$ cat config.mk
export PLATFORM = sky130hd
export DESIGN_NAME = gpio_bank
export DESIGN_NICKNAME = d
export VERILOG_FILES = /design/src/rtl/gpio_bank_pkg.sv /design/src/rtl/gpio_bank_sync.sv /design/src/rtl/gpio_bank_detect.sv /design/src/rtl/gpio_bank_regs.sv /design/src/rtl/gpio_bank.sv
export SDC_FILE = /design/constraint.sdc
export NUM_CORES = 1
export LEC_CHECK = 0
export CAP_MARGIN = 20
export CELL_PAD_IN_SITES_DETAIL_PLACEMENT = 0
export CELL_PAD_IN_SITES_GLOBAL_PLACEMENT = 1
export CORE_UTILIZATION = 40
export CTS_CLUSTER_DIAMETER = 200
export DETAILED_ROUTE_END_ITERATION = 6
export GPL_TIMING_DRIVEN = 0
export MAX_ROUTING_LAYER = met4
export PLACE_DENSITY = 0.82
export SYNTH_ARGS = -nofsm -noshare
export SYNTH_HDL_FRONTEND = slang
export SYNTH_SLANG_ARGS = --single-unit
$ cat constraint.sdc
create_clock -name clk -period 2.2 [get_ports clk]
set_input_delay 0.22 -clock clk [delete_from_list [all_inputs] [get_ports clk]]
set_output_delay 0.22 -clock clk [all_outputs]
set_load 0.02 [all_outputs]
$ cat src/rtl/gpio_bank_pkg.sv
package gpio_bank_pkg;
   localparam int BUS_W    = 32;
   localparam int DRV_BITS = 3;

   localparam logic [31:0] OFS_IN    = 32'h00;
   localparam logic [31:0] OFS_DOUT  = 32'h04;
   localparam logic [31:0] OFS_OE    = 32'h08;
   localparam logic [31:0] OFS_SENSE = 32'h0c;
   localparam logic [31:0] OFS_DUAL  = 32'h10;
   localparam logic [31:0] OFS_POL   = 32'h14;
   localparam logic [31:0] OFS_MASK  = 32'h18;
   localparam logic [31:0] OFS_RAW   = 32'h1c;
   localparam logic [31:0] OFS_MSTAT = 32'h20;
   localparam logic [31:0] OFS_CLR   = 32'h24;
   localparam logic [31:0] OFS_PSEL  = 32'h34;
   localparam logic [31:0] OFS_PEN   = 32'h38;
   localparam logic [31:0] OFS_DRV   = 32'h58;

   typedef enum logic [3:0] {
      SEL_NONE, SEL_IN, SEL_DOUT, SEL_OE, SEL_SENSE, SEL_DUAL, SEL_POL,
      SEL_MASK, SEL_RAW, SEL_MSTAT, SEL_CLR, SEL_PSEL, SEL_PEN, SEL_DRV
   } reg_sel_e;

   function automatic reg_sel_e decode_sel(logic [31:0] a);
      reg_sel_e s;
      s = SEL_NONE;
      if (a == OFS_IN)         s = SEL_IN;
      else if (a == OFS_DOUT)  s = SEL_DOUT;
      else if (a == OFS_OE)    s = SEL_OE;
      else if (a == OFS_SENSE) s = SEL_SENSE;
      else if (a == OFS_DUAL)  s = SEL_DUAL;
      else if (a == OFS_POL)   s = SEL_POL;
      else if (a == OFS_MASK)  s = SEL_MASK;
      else if (a == OFS_RAW)   s = SEL_RAW;
      else if (a == OFS_MSTAT) s = SEL_MSTAT;
      else if (a == OFS_CLR)   s = SEL_CLR;
      else if (a == OFS_PSEL)  s = SEL_PSEL;
      else if (a == OFS_PEN)   s = SEL_PEN;
      else if (a >= OFS_DRV && a < OFS_DRV + 32'(4 * DRV_BITS) && a[1:0] == 2'b00)
         s = SEL_DRV;
      return s;
   endfunction
endpackage

$ cat src/rtl/gpio_bank_sync.sv
module gpio_bank_sync #(
   parameter int W      = 32,
   parameter int STAGES = 2
) (
   input  logic         clk,
   input  logic         rst_n,
   input  logic [W-1:0] d,
   output logic [W-1:0] q
);
   logic [W-1:0] stage [STAGES];

   if (STAGES < 2) begin : g_bad_stages
      $error("gpio_bank_sync: STAGES must be at least 2");
   end

   always_ff @(posedge clk or negedge rst_n) begin
      if (!rst_n) stage[0] <= '0;
      else        stage[0] <= d;
   end

   for (genvar gs = 1; gs < STAGES; gs++) begin : g_stage
      always_ff @(posedge clk or negedge rst_n) begin
         if (!rst_n) stage[gs] <= '0;
         else        stage[gs] <= stage[gs-1];
      end
   end

   assign q = stage[STAGES-1];
endmodule

$ cat src/rtl/gpio_bank_detect.sv
module gpio_bank_detect #(
   parameter int NPINS = 32
) (
   input  logic             clk,
   input  logic             rst_n,
   input  logic [NPINS-1:0] lvl_in,
   input  logic [NPINS-1:0] sense,
   input  logic [NPINS-1:0] dual,
   input  logic [NPINS-1:0] pol,
   output logic [NPINS-1:0] hit
);
   logic [NPINS-1:0] prev;

   always_ff @(posedge clk or negedge rst_n) begin
      if (!rst_n) prev <= '0;
      else        prev <= lvl_in;
   end

   for (genvar gp = 0; gp < NPINS; gp++) begin : g_pin
      logic rise, fall, edge_hit;
      assign rise     = lvl_in[gp] & ~prev[gp];
      assign fall     = ~lvl_in[gp] & prev[gp];
      assign edge_hit = dual[gp] ? (rise | fall) : (pol[gp] ? rise : fall);
      assign hit[gp]  = sense[gp] ? (lvl_in[gp] == pol[gp]) : edge_hit;
   end
endmodule

$ cat src/rtl/gpio_bank_regs.sv
module gpio_bank_regs
   import gpio_bank_pkg::*;
#(
   parameter int NPINS  = 32,
   parameter int ADDR_W = 9
) (
   input  logic                      clk,
   input  logic                      rst_n,
   input  logic [ADDR_W-1:0]         addr,
   input  logic                      we,
   input  logic [NPINS-1:0]          wdat,
   output logic [BUS_W-1:0]          rdat,
   input  logic [NPINS-1:0]          in_sync,
   input  logic [NPINS-1:0]          hit,
   output logic [NPINS-1:0]          dout_q,
   output logic [NPINS-1:0]          oe_q,
   output logic [NPINS-1:0]          sense_q,
   output logic [NPINS-1:0]          dual_q,
   output logic [NPINS-1:0]          pol_q,
   output logic [NPINS-1:0]          mask_q,
   output logic [NPINS-1:0]          pend_q,
   output logic [NPINS-1:0]          psel_q,
   output logic [NPINS-1:0]          pen_q,
   output logic [DRV_BITS*NPINS-1:0] drv_flat
);
   reg_sel_e         sel;
   logic [1:0]       drv_idx;
   logic [NPINS-1:0] clr_vec;
   logic [NPINS-1:0] drv_q [DRV_BITS];

   assign sel     = decode_sel(32'(addr));
   assign drv_idx = 2'((32'(addr) - OFS_DRV) >> 2);
   assign clr_vec = (we && sel == SEL_CLR) ? wdat : '0;

   always_ff @(posedge clk or negedge rst_n) begin
      if (!rst_n) begin
         dout_q <= '0; oe_q <= '0; sense_q <= '0; dual_q <= '0;
         pol_q  <= '0; mask_q <= '0; psel_q <= '0; pen_q  <= '0;
      end else if (we) begin
         case (sel)
            SEL_DOUT:  dout_q  <= wdat;
            SEL_OE:    oe_q    <= wdat;
            SEL_SENSE: sense_q <= wdat;
            SEL_DUAL:  dual_q  <= wdat;
            SEL_POL:   pol_q   <= wdat;
            SEL_MASK:  mask_q  <= wdat;
            SEL_PSEL:  psel_q  <= wdat;
            SEL_PEN:   pen_q   <= wdat;
            default: ;
         endcase
      end
   end

   always_ff @(posedge clk or negedge rst_n) begin
      if (!rst_n) pend_q <= '0;
      else        pend_q <= (pend_q & ~clr_vec) | hit;
   end

   for (genvar gb = 0; gb < DRV_BITS; gb++) begin : g_drv
      always_ff @(posedge clk or negedge rst_n) begin
         if (!rst_n) drv_q[gb] <= '0;
         else if (we && sel == SEL_DRV && drv_idx == 2'(gb)) drv_q[gb] <= wdat;
      end
      for (genvar gp = 0; gp < NPINS; gp++) begin : g_bit
         assign drv_flat[gp*DRV_BITS + gb] = drv_q[gb][gp];
      end
   end

   always_comb begin
      rdat = '0;
      case (sel)
         SEL_IN:    rdat[NPINS-1:0] = in_sync;
         SEL_DOUT:  rdat[NPINS-1:0] = dout_q;
         SEL_OE:    rdat[NPINS-1:0] = oe_q;
         SEL_SENSE: rdat[NPINS-1:0] = sense_q;
         SEL_DUAL:  rdat[NPINS-1:0] = dual_q;
         SEL_POL:   rdat[NPINS-1:0] = pol_q;
         SEL_MASK:  rdat[NPINS-1:0] = mask_q;
         SEL_RAW:   rdat[NPINS-1:0] = pend_q;
         SEL_MSTAT: rdat[NPINS-1:0] = pend_q & mask_q;
         SEL_PSEL:  rdat[NPINS-1:0] = psel_q;
         SEL_PEN:   rdat[NPINS-1:0] = pen_q;
         SEL_DRV: begin
            for (int i = 0; i < DRV_BITS; i++)
               if (drv_idx == 2'(i)) rdat[NPINS-1:0] = drv_q[i];
         end
         default: ;
      endcase
   end
endmodule

$ cat src/rtl/gpio_bank.sv
module gpio_bank
   import gpio_bank_pkg::*;
#(
   parameter int NPINS       = 32,
   parameter int ADDR_W      = 9,
   parameter int SYNC_STAGES = 2
) (
   input  logic                      clk,
   input  logic                      rst_n,
   input  logic [ADDR_W-1:0]         bus_addr,
   input  logic                      bus_we,
   input  logic [BUS_W-1:0]          bus_wdata,
   output logic [BUS_W-1:0]          bus_rdata,
   input  logic [NPINS-1:0]          pin_in,
   output logic [NPINS-1:0]          pin_out,
   output logic [NPINS-1:0]          pin_oe,
   output logic [NPINS-1:0]          pad_pull_up,
   output logic [NPINS-1:0]          pad_pull_en,
   output logic [DRV_BITS*NPINS-1:0] pad_drive,
   output logic                      irq
);
   if (NPINS < 1 || NPINS > BUS_W) begin : g_bad_npins
      $error("gpio_bank: NPINS must be 1..32");
   end
   if (ADDR_W < 7) begin : g_bad_addr
      $error("gpio_bank: ADDR_W too small for the register map");
   end

   logic [NPINS-1:0] sync_w, hit_w, pend_w, mask_w, sense_w, dual_w, pol_w;

   gpio_bank_sync #(.W(NPINS), .STAGES(SYNC_STAGES)) u_sync (
      .clk(clk), .rst_n(rst_n), .d(pin_in), .q(sync_w)
   );

   gpio_bank_detect #(.NPINS(NPINS)) u_detect (
      .clk(clk), .rst_n(rst_n), .lvl_in(sync_w), .sense(sense_w),
      .dual(dual_w), .pol(pol_w), .hit(hit_w)
   );

   gpio_bank_regs #(.NPINS(NPINS), .ADDR_W(ADDR_W)) u_regs (
      .clk(clk), .rst_n(rst_n), .addr(bus_addr), .we(bus_we),
      .wdat(bus_wdata[NPINS-1:0]), .rdat(bus_rdata),
      .in_sync(sync_w), .hit(hit_w),
      .dout_q(pin_out), .oe_q(pin_oe), .sense_q(sense_w), .dual_q(dual_w),
      .pol_q(pol_w), .mask_q(mask_w), .pend_q(pend_w),
      .psel_q(pad_pull_up), .pen_q(pad_pull_en), .drv_flat(pad_drive)
   );

   assign irq = |(pend_w & mask_w);
endmodule

After elaboration in Yosys (flattened, before gate mapping). Cells that the tools add are included.

Flip-flop bits (word level): 480. Output and inout bits: 257.

Add/subtract/negate cells: 1. $lt $le $gt $ge: 2. Eq/ne operators: 58. Mux-type cells: 114. Bitwise gates (word level): 164. Reduce and logical (&&, ||, !) cells: 19.

Operator list (number): 32-bit one-hot mux with 12 select lines (1); 32-bit two-way mux (4); 1-bit two-way mux (96); 1-bit AND (64); 32-bit AND (2); 1-bit NOT (64); 4-bit two-way mux (13); 9-bit by 5-bit equality test with 1-bit output (second input constant) (4); 9-bit by 6-bit equality test with 1-bit output (second input constant) (4); 1-bit equality test (32); 32-bit NOT (1); 1-bit OR (32); 32-bit OR (1); 32-bit OR reduction (1); 4-bit equality test (second input constant) (6); 9-bit by 4-bit equality test with 1-bit output (second input constant) (2); 4-bit by 3-bit equality test with 1-bit output (second input constant) (4); 2-bit AND reduction (8); 9-bit by 3-bit equality test with 1-bit output (second input constant) (1); 9-bit by 7-bit >= comparator with 1-bit output (second input constant) (1); 9-bit logical NOT (1); 9-bit by 7-bit < comparator with 1-bit output (second input constant) (1); 4-bit by 2-bit equality test with 1-bit output (second input constant) (2); 1-bit logical AND (7); 5 further kinds (6).

Depth between registers and ports, before layout.
Word-level depth: 22. Mapped depth: 9. Depth with buffers taken out: 6.

Cells and area by module. From an unflattened synthesis, not the netlist that was laid out.

Cells, all modules: 1905. Area total of the unflattened synthesis: 23765.3 um^2.

Modules (own cells, without submodules): gpio_bank_regs (instances 1, cells an instance 1436, area an instance 18723.0 um^2, sequential area each 9609.2 um^2); gpio_bank_detect (instances 1, cells an instance 352, area an instance 3042.9 um^2, sequential area each 800.8 um^2); gpio_bank_sync (instances 1, cells an instance 96, area an instance 1841.8 um^2, sequential area each 1601.5 um^2); gpio_bank (instances 1, cells an instance 21, area an instance 157.7 um^2, sequential area each 0.0 um^2).

Worst setup path before layout. No wires, ideal clock.

Path type: input-to-output. Start: input port bus_addr[2]. End: output port bus_rdata[2]. Arrival time: 2.023 ns. Data required time: 1.980 ns. Path slack: -0.043 ns. Cell stages on the path: 9. Cells stage by stage: buf_2 -> buf_2 -> buf_2 -> buf_2 -> mux2_2 -> a22oi_1 -> nor2_1 -> a311oi_1 -> nand3_1.

Word-level cells in the longest chain between the ends: 18. Elaborated cells on any way between the ends: 49. Classes of those cells: 1 x add/sub; 2 x order compare; 25 x eq/ne; 17 x mux; 4 x reduce/logical.

RTL lines: from (decl) (line gpio_bank.sv:10) `input logic [ADDR_W-1:0] bus_addr,`; 9-bit by 7-bit >= comparator with 1-bit output / 9-bit by 7-bit < comparator with 1-bit output (equally long branches) (line gpio_bank_pkg.sv:39) `else if (a >= OFS_DRV && a < OFS_DRV + 32'(4 * DRV_BITS) && a[1:0] == 2'b00)`; 1-bit logical AND (2 in a row) (line gpio_bank_pkg.sv:39); 4-bit two-way mux (line gpio_bank_pkg.sv:39); 4-bit two-way mux (line gpio_bank_pkg.sv:38) `else if (a == OFS_PEN) s = SEL_PEN;`; 4-bit two-way mux (line gpio_bank_pkg.sv:37) `else if (a == OFS_PSEL) s = SEL_PSEL;`; 4-bit two-way mux (line gpio_bank_pkg.sv:36) `else if (a == OFS_CLR) s = SEL_CLR;`; 4-bit two-way mux (line gpio_bank_pkg.sv:35) `else if (a == OFS_MSTAT) s = SEL_MSTAT;`; 4-bit two-way mux (line gpio_bank_pkg.sv:34) `else if (a == OFS_RAW) s = SEL_RAW;`; 4-bit two-way mux (line gpio_bank_pkg.sv:33) `else if (a == OFS_MASK) s = SEL_MASK;`; 4-bit two-way mux (line gpio_bank_pkg.sv:32) `else if (a == OFS_POL) s = SEL_POL;`; 4-bit two-way mux (line gpio_bank_pkg.sv:31) `else if (a == OFS_DUAL) s = SEL_DUAL;`; 4-bit two-way mux (line gpio_bank_pkg.sv:30) `else if (a == OFS_SENSE) s = SEL_SENSE;`; 4-bit two-way mux (line gpio_bank_pkg.sv:29) `else if (a == OFS_OE) s = SEL_OE;`; 4-bit two-way mux (line gpio_bank_pkg.sv:28) `else if (a == OFS_DOUT) s = SEL_DOUT;`; 4-bit two-way mux (line gpio_bank_pkg.sv:27) `if (a == OFS_IN) s = SEL_IN;`; 4-bit equality test, or another cell as far along (line gpio_bank_regs.sv:71) `case (sel)`; 32-bit one-hot mux with 12 select lines * (line gpio_bank_regs.sv:71); to (decl) (line gpio_bank.sv:13) `output logic [BUS_W-1:0] bus_rdata,`.

Every way passes the cells marked *; elsewhere a longest branch is shown, timed or not.

Final worst setup path.
Start: register u_regs.pend_q[19]. End: output port irq.

Word-level cells in the longest chain between the ends: 2.

RTL lines: from (decl) (line gpio_bank_regs.sv:21) `output logic [NPINS-1:0] pend_q,`; from (signal assigned) (line gpio_bank_regs.sv:56) `else pend_q <= (pend_q & ~clr_vec) | hit;`; 32-bit AND (line gpio_bank.sv:49) `assign irq = |(pend_w & mask_w);`; 32-bit OR reduction (line gpio_bank.sv:49); to (decl) (line gpio_bank.sv:20) `output logic irq`.

Every way passes these cells.

==> impl_metrics.tcl <==
set metrics [dict create \
    gp_congestion 0.974 \
    dieArea_mm2 0.0588 \
    clockBufferDepth 3 \
    yosys_most_used_dff "dfrtp_1" \
    whs_ns -0.441 \
    slew_headroom 0.309 \
    cp.arrival_ns 2.45 \
    synth_cells 1785 \
    multi_input_area_mm2 0.0110 \
    pwr_density_cell_mw_per_mm2 632 \
    row_count 87 \
    cap_violations 0 \
    grt_util_all_layers 0.336 \
    clk_latency_ns 0.62 \
    htree_levels 2 \
    rsz0062_at_grt "true" \
    dp_hpwl_mm 65.0 \
    fin_area_mm2 0.0327 \
    yosysTopAreaCellShare 0.519 \
    cts_tree "built" \
    fin_nets 2505 \
    drive_above_1_share 0.404 \
    hold_viol_final 77 \
    start_util 0.408 \
    worstHoldPathType "input pin to asynchronous set/reset pin" \
    tightest_slew_ns 1.04 \
    leakagePower_nw 15.1 \
    synth_edf_count 0 \
    antenna_found_initial 5 \
    drt-total-wl_mm 98.4 \
    worst-r2r-cell-count 6 \
    fin_crit_sh 1.21 \
    path_clk_slew_ns 0.06 \
    regToRegStartpoint "u_sync.q[27]" \
    startpoint "u_regs.pend_q[19]" \
    drc 4 \
    setup_tns_ns -7.68 \
    finalPower_mw 20.6 \
    synth_cell_types 70 \
    finalClockSkew_ns 0.00863 \
    synth.most_common_cell "dfrtp_1" \
    num_io_pins 333 \
    cp_max_fo 2 \
    yosys-top-cells-area "dfrtp_1 (52%), mux2_2 (17%), ha_1 (3.5%)" \
    utilization 0.576 \
    vias_per_cell 6.11 \
    io_buffers 330 \
    stdcell_count 3163 \
    clock-sinks 480 \
    root_buffer "clkbuf_16" \
    ant_nets 0 \
    ir_worst_vdd_mv 0.636 \
    die-width_um 242 \
    r2r_end "u_regs.pend_q[27]" \
    vias 19300 \
    grt_pass1_vias 19600 \
    netlist_area_mm2 0.0231 \
    chipHeight_um 242 \
    grt_first_pass_wirelength_mm 139 \
    cts_buffers 53 \
    drt-wirelength-per-cell_um 31.1 \
    area_growth_pct 41.3 \
    synthArstFlopShare 1.00 \
    placed_area_mm2 0.0276 \
    worstSetupEndpointType "primary output" \
    n_fill_cell 4459 \
    first_pass_iters 7 \
    ys_warn_count 0 \
    violations "DRC, hold timing, setup timing" \
    setup_ws_ns -0.472 \
    pre_cts_ws_ns -2.72 \
    grt_max_degree 114 \
    dp.cells 2882 \
    syn-num-nets 1925 \
    synth_commonest_cells "dfrtp_1 (480), mux2_2 (357), a22oi_1 (87), a211oi_1 (67), inv_1 (65)" \
    max_freq_mhz 374 \
    register_area_mm2 0.0120 \
    r2r_slack_ns 0.53 \
    overflow 0 \
    slew_viol_final 0 \
    synth_largest_area_cell "dfrtp_1" \
    syn_area_per_cell_um2 13.0 \
    coreArea_mm2 0.0567 \
    fin_crit_ns 2.67 \
    status "finished with violations" \
    ys_seq_area_frac 0.519 \
    crit_required_ns 1.98 \
    drt_iter0_drc 2210 \
    crit_type "register to primary output" \
    setup_viol 74 \
    ys_ff_latch 480 \
    worst_setup_path_start_kind "register" \
]
[state kept, by name, summed over array words and instances, names as in the netlist]
signal and cells:
u_detect.prev 32, u_regs.dout_q 32, u_regs.drv_flat 96, u_regs.dual_q 32, u_regs.mask_q 32, u_regs.oe_q 32, u_regs.pen_q 32, u_regs.pend_q 32
u_regs.pol_q 32, u_regs.psel_q 32, u_regs.sense_q 32, u_sync.q 32, u_sync.stage 32
[cells by family (layout without fill, tap and decap cells)]
family                   count (synthesis)  count (layout)  synth area share
multiplexers                           445             445             0.222
flip-flops                             480             480             0.519
AO/OA/AOI/OAI                          371             371             0.123
buffers and inverters                  194             812            0.0391
AND/OR/NAND/NOR                        199             199            0.0493
XOR/XNOR                                32              32            0.0121
other                                    0               4                 0
adder cells (fa/ha/maj)                 64              64            0.0346
[report_power, final]
| group | switching [mW] | internal [mW] |
|---|---|---|
| logic | 1.26 | 1.04 |
| clock network | 3.77 | 5.23 |
| registers | 0.265 | 9.08 |
| total | 5.29 | 15.3 |
[worst max-delay path, cell delays in order (launching register included)]
cell,delay (ns)
dfrtp_1,0.41
a22o_1,0.31
a221oi_2,0.22
nand4_1,0.19
or4_4,0.54
buf_6,0.17
[worst max-delay path by stage]
stage	end	cells past startpoint
floorplan	u_regs.psel_q[10]	8
global placement	u_sync.stage[51]	1
detailed placement	bus_rdata[31]	11
CTS	irq	5
global route	irq	5
finish	irq	5
[layout by cell type, fill, tap and decap left out, types with 11 or more instances in the layout]
master,Yosys,routed
a21boi_0,29,29
clkbuf_8,0,22
nand4_1,12,12
mux2_2,357,337
buf_12,3,37
buf_16,0,17
a22o_1,21,21
xnor2_1,32,32
mux2i_1,44,43
nor2_1,32,22
ha_1,64,64
a211o_1,34,34
nand3_1,22,16
buf_8,0,12
buf_6,4,63
a32oi_1,21,20
nand2_1,41,30
clkdlybuf4s50_1,0,288
clkbuf_1,39,23
buf_4,5,151
mux2_4,30,50
nor2_4,1,11
a22oi_1,87,49
o22ai_1,31,23
inv_1,65,64
a22oi_2,0,38
nor2b_1,36,35
dfrtp_1,480,471
a211oi_1,67,64
clkbuf_16,0,62
buf_2,63,42
[layout make-up]
class / count / share of cell area
Sequential cell: 480 / 0.368
Clock buffer: 81 / 0.0491
Tap cell: 756 / 0.0289
Clock inverter: 12 / 0.00379
Antenna cell: 4 / 0.000306
Multi-Input combinational cell: 1111 / 0.335
Inverter: 65 / 0.00758
Timing Repair Buffer: 532 / 0.168
Buffer: 122 / 0.0394
[metal layers]
metal  part of all wire  global-route usage  vias to the layer above
li1                   -                   -                     7822
met1               0.39               0.432                     9922
met2               0.45               0.501                     1242
met3               0.10              0.0677                      335
met4              0.058               0.174                        0
met5                  0                   -                        -
[what timing repair did]
action / in CTS / in global routing
pin swaps: 68 / 54
hold endpoints to repair: 77 / 77
gates resized for setup: 579 / 98
cloned: 11 / 2
buffers inserted: 131 / 52
setup endpoints to repair: 411 / 148
Note: power is estimated with default switching activity, not from simulation.
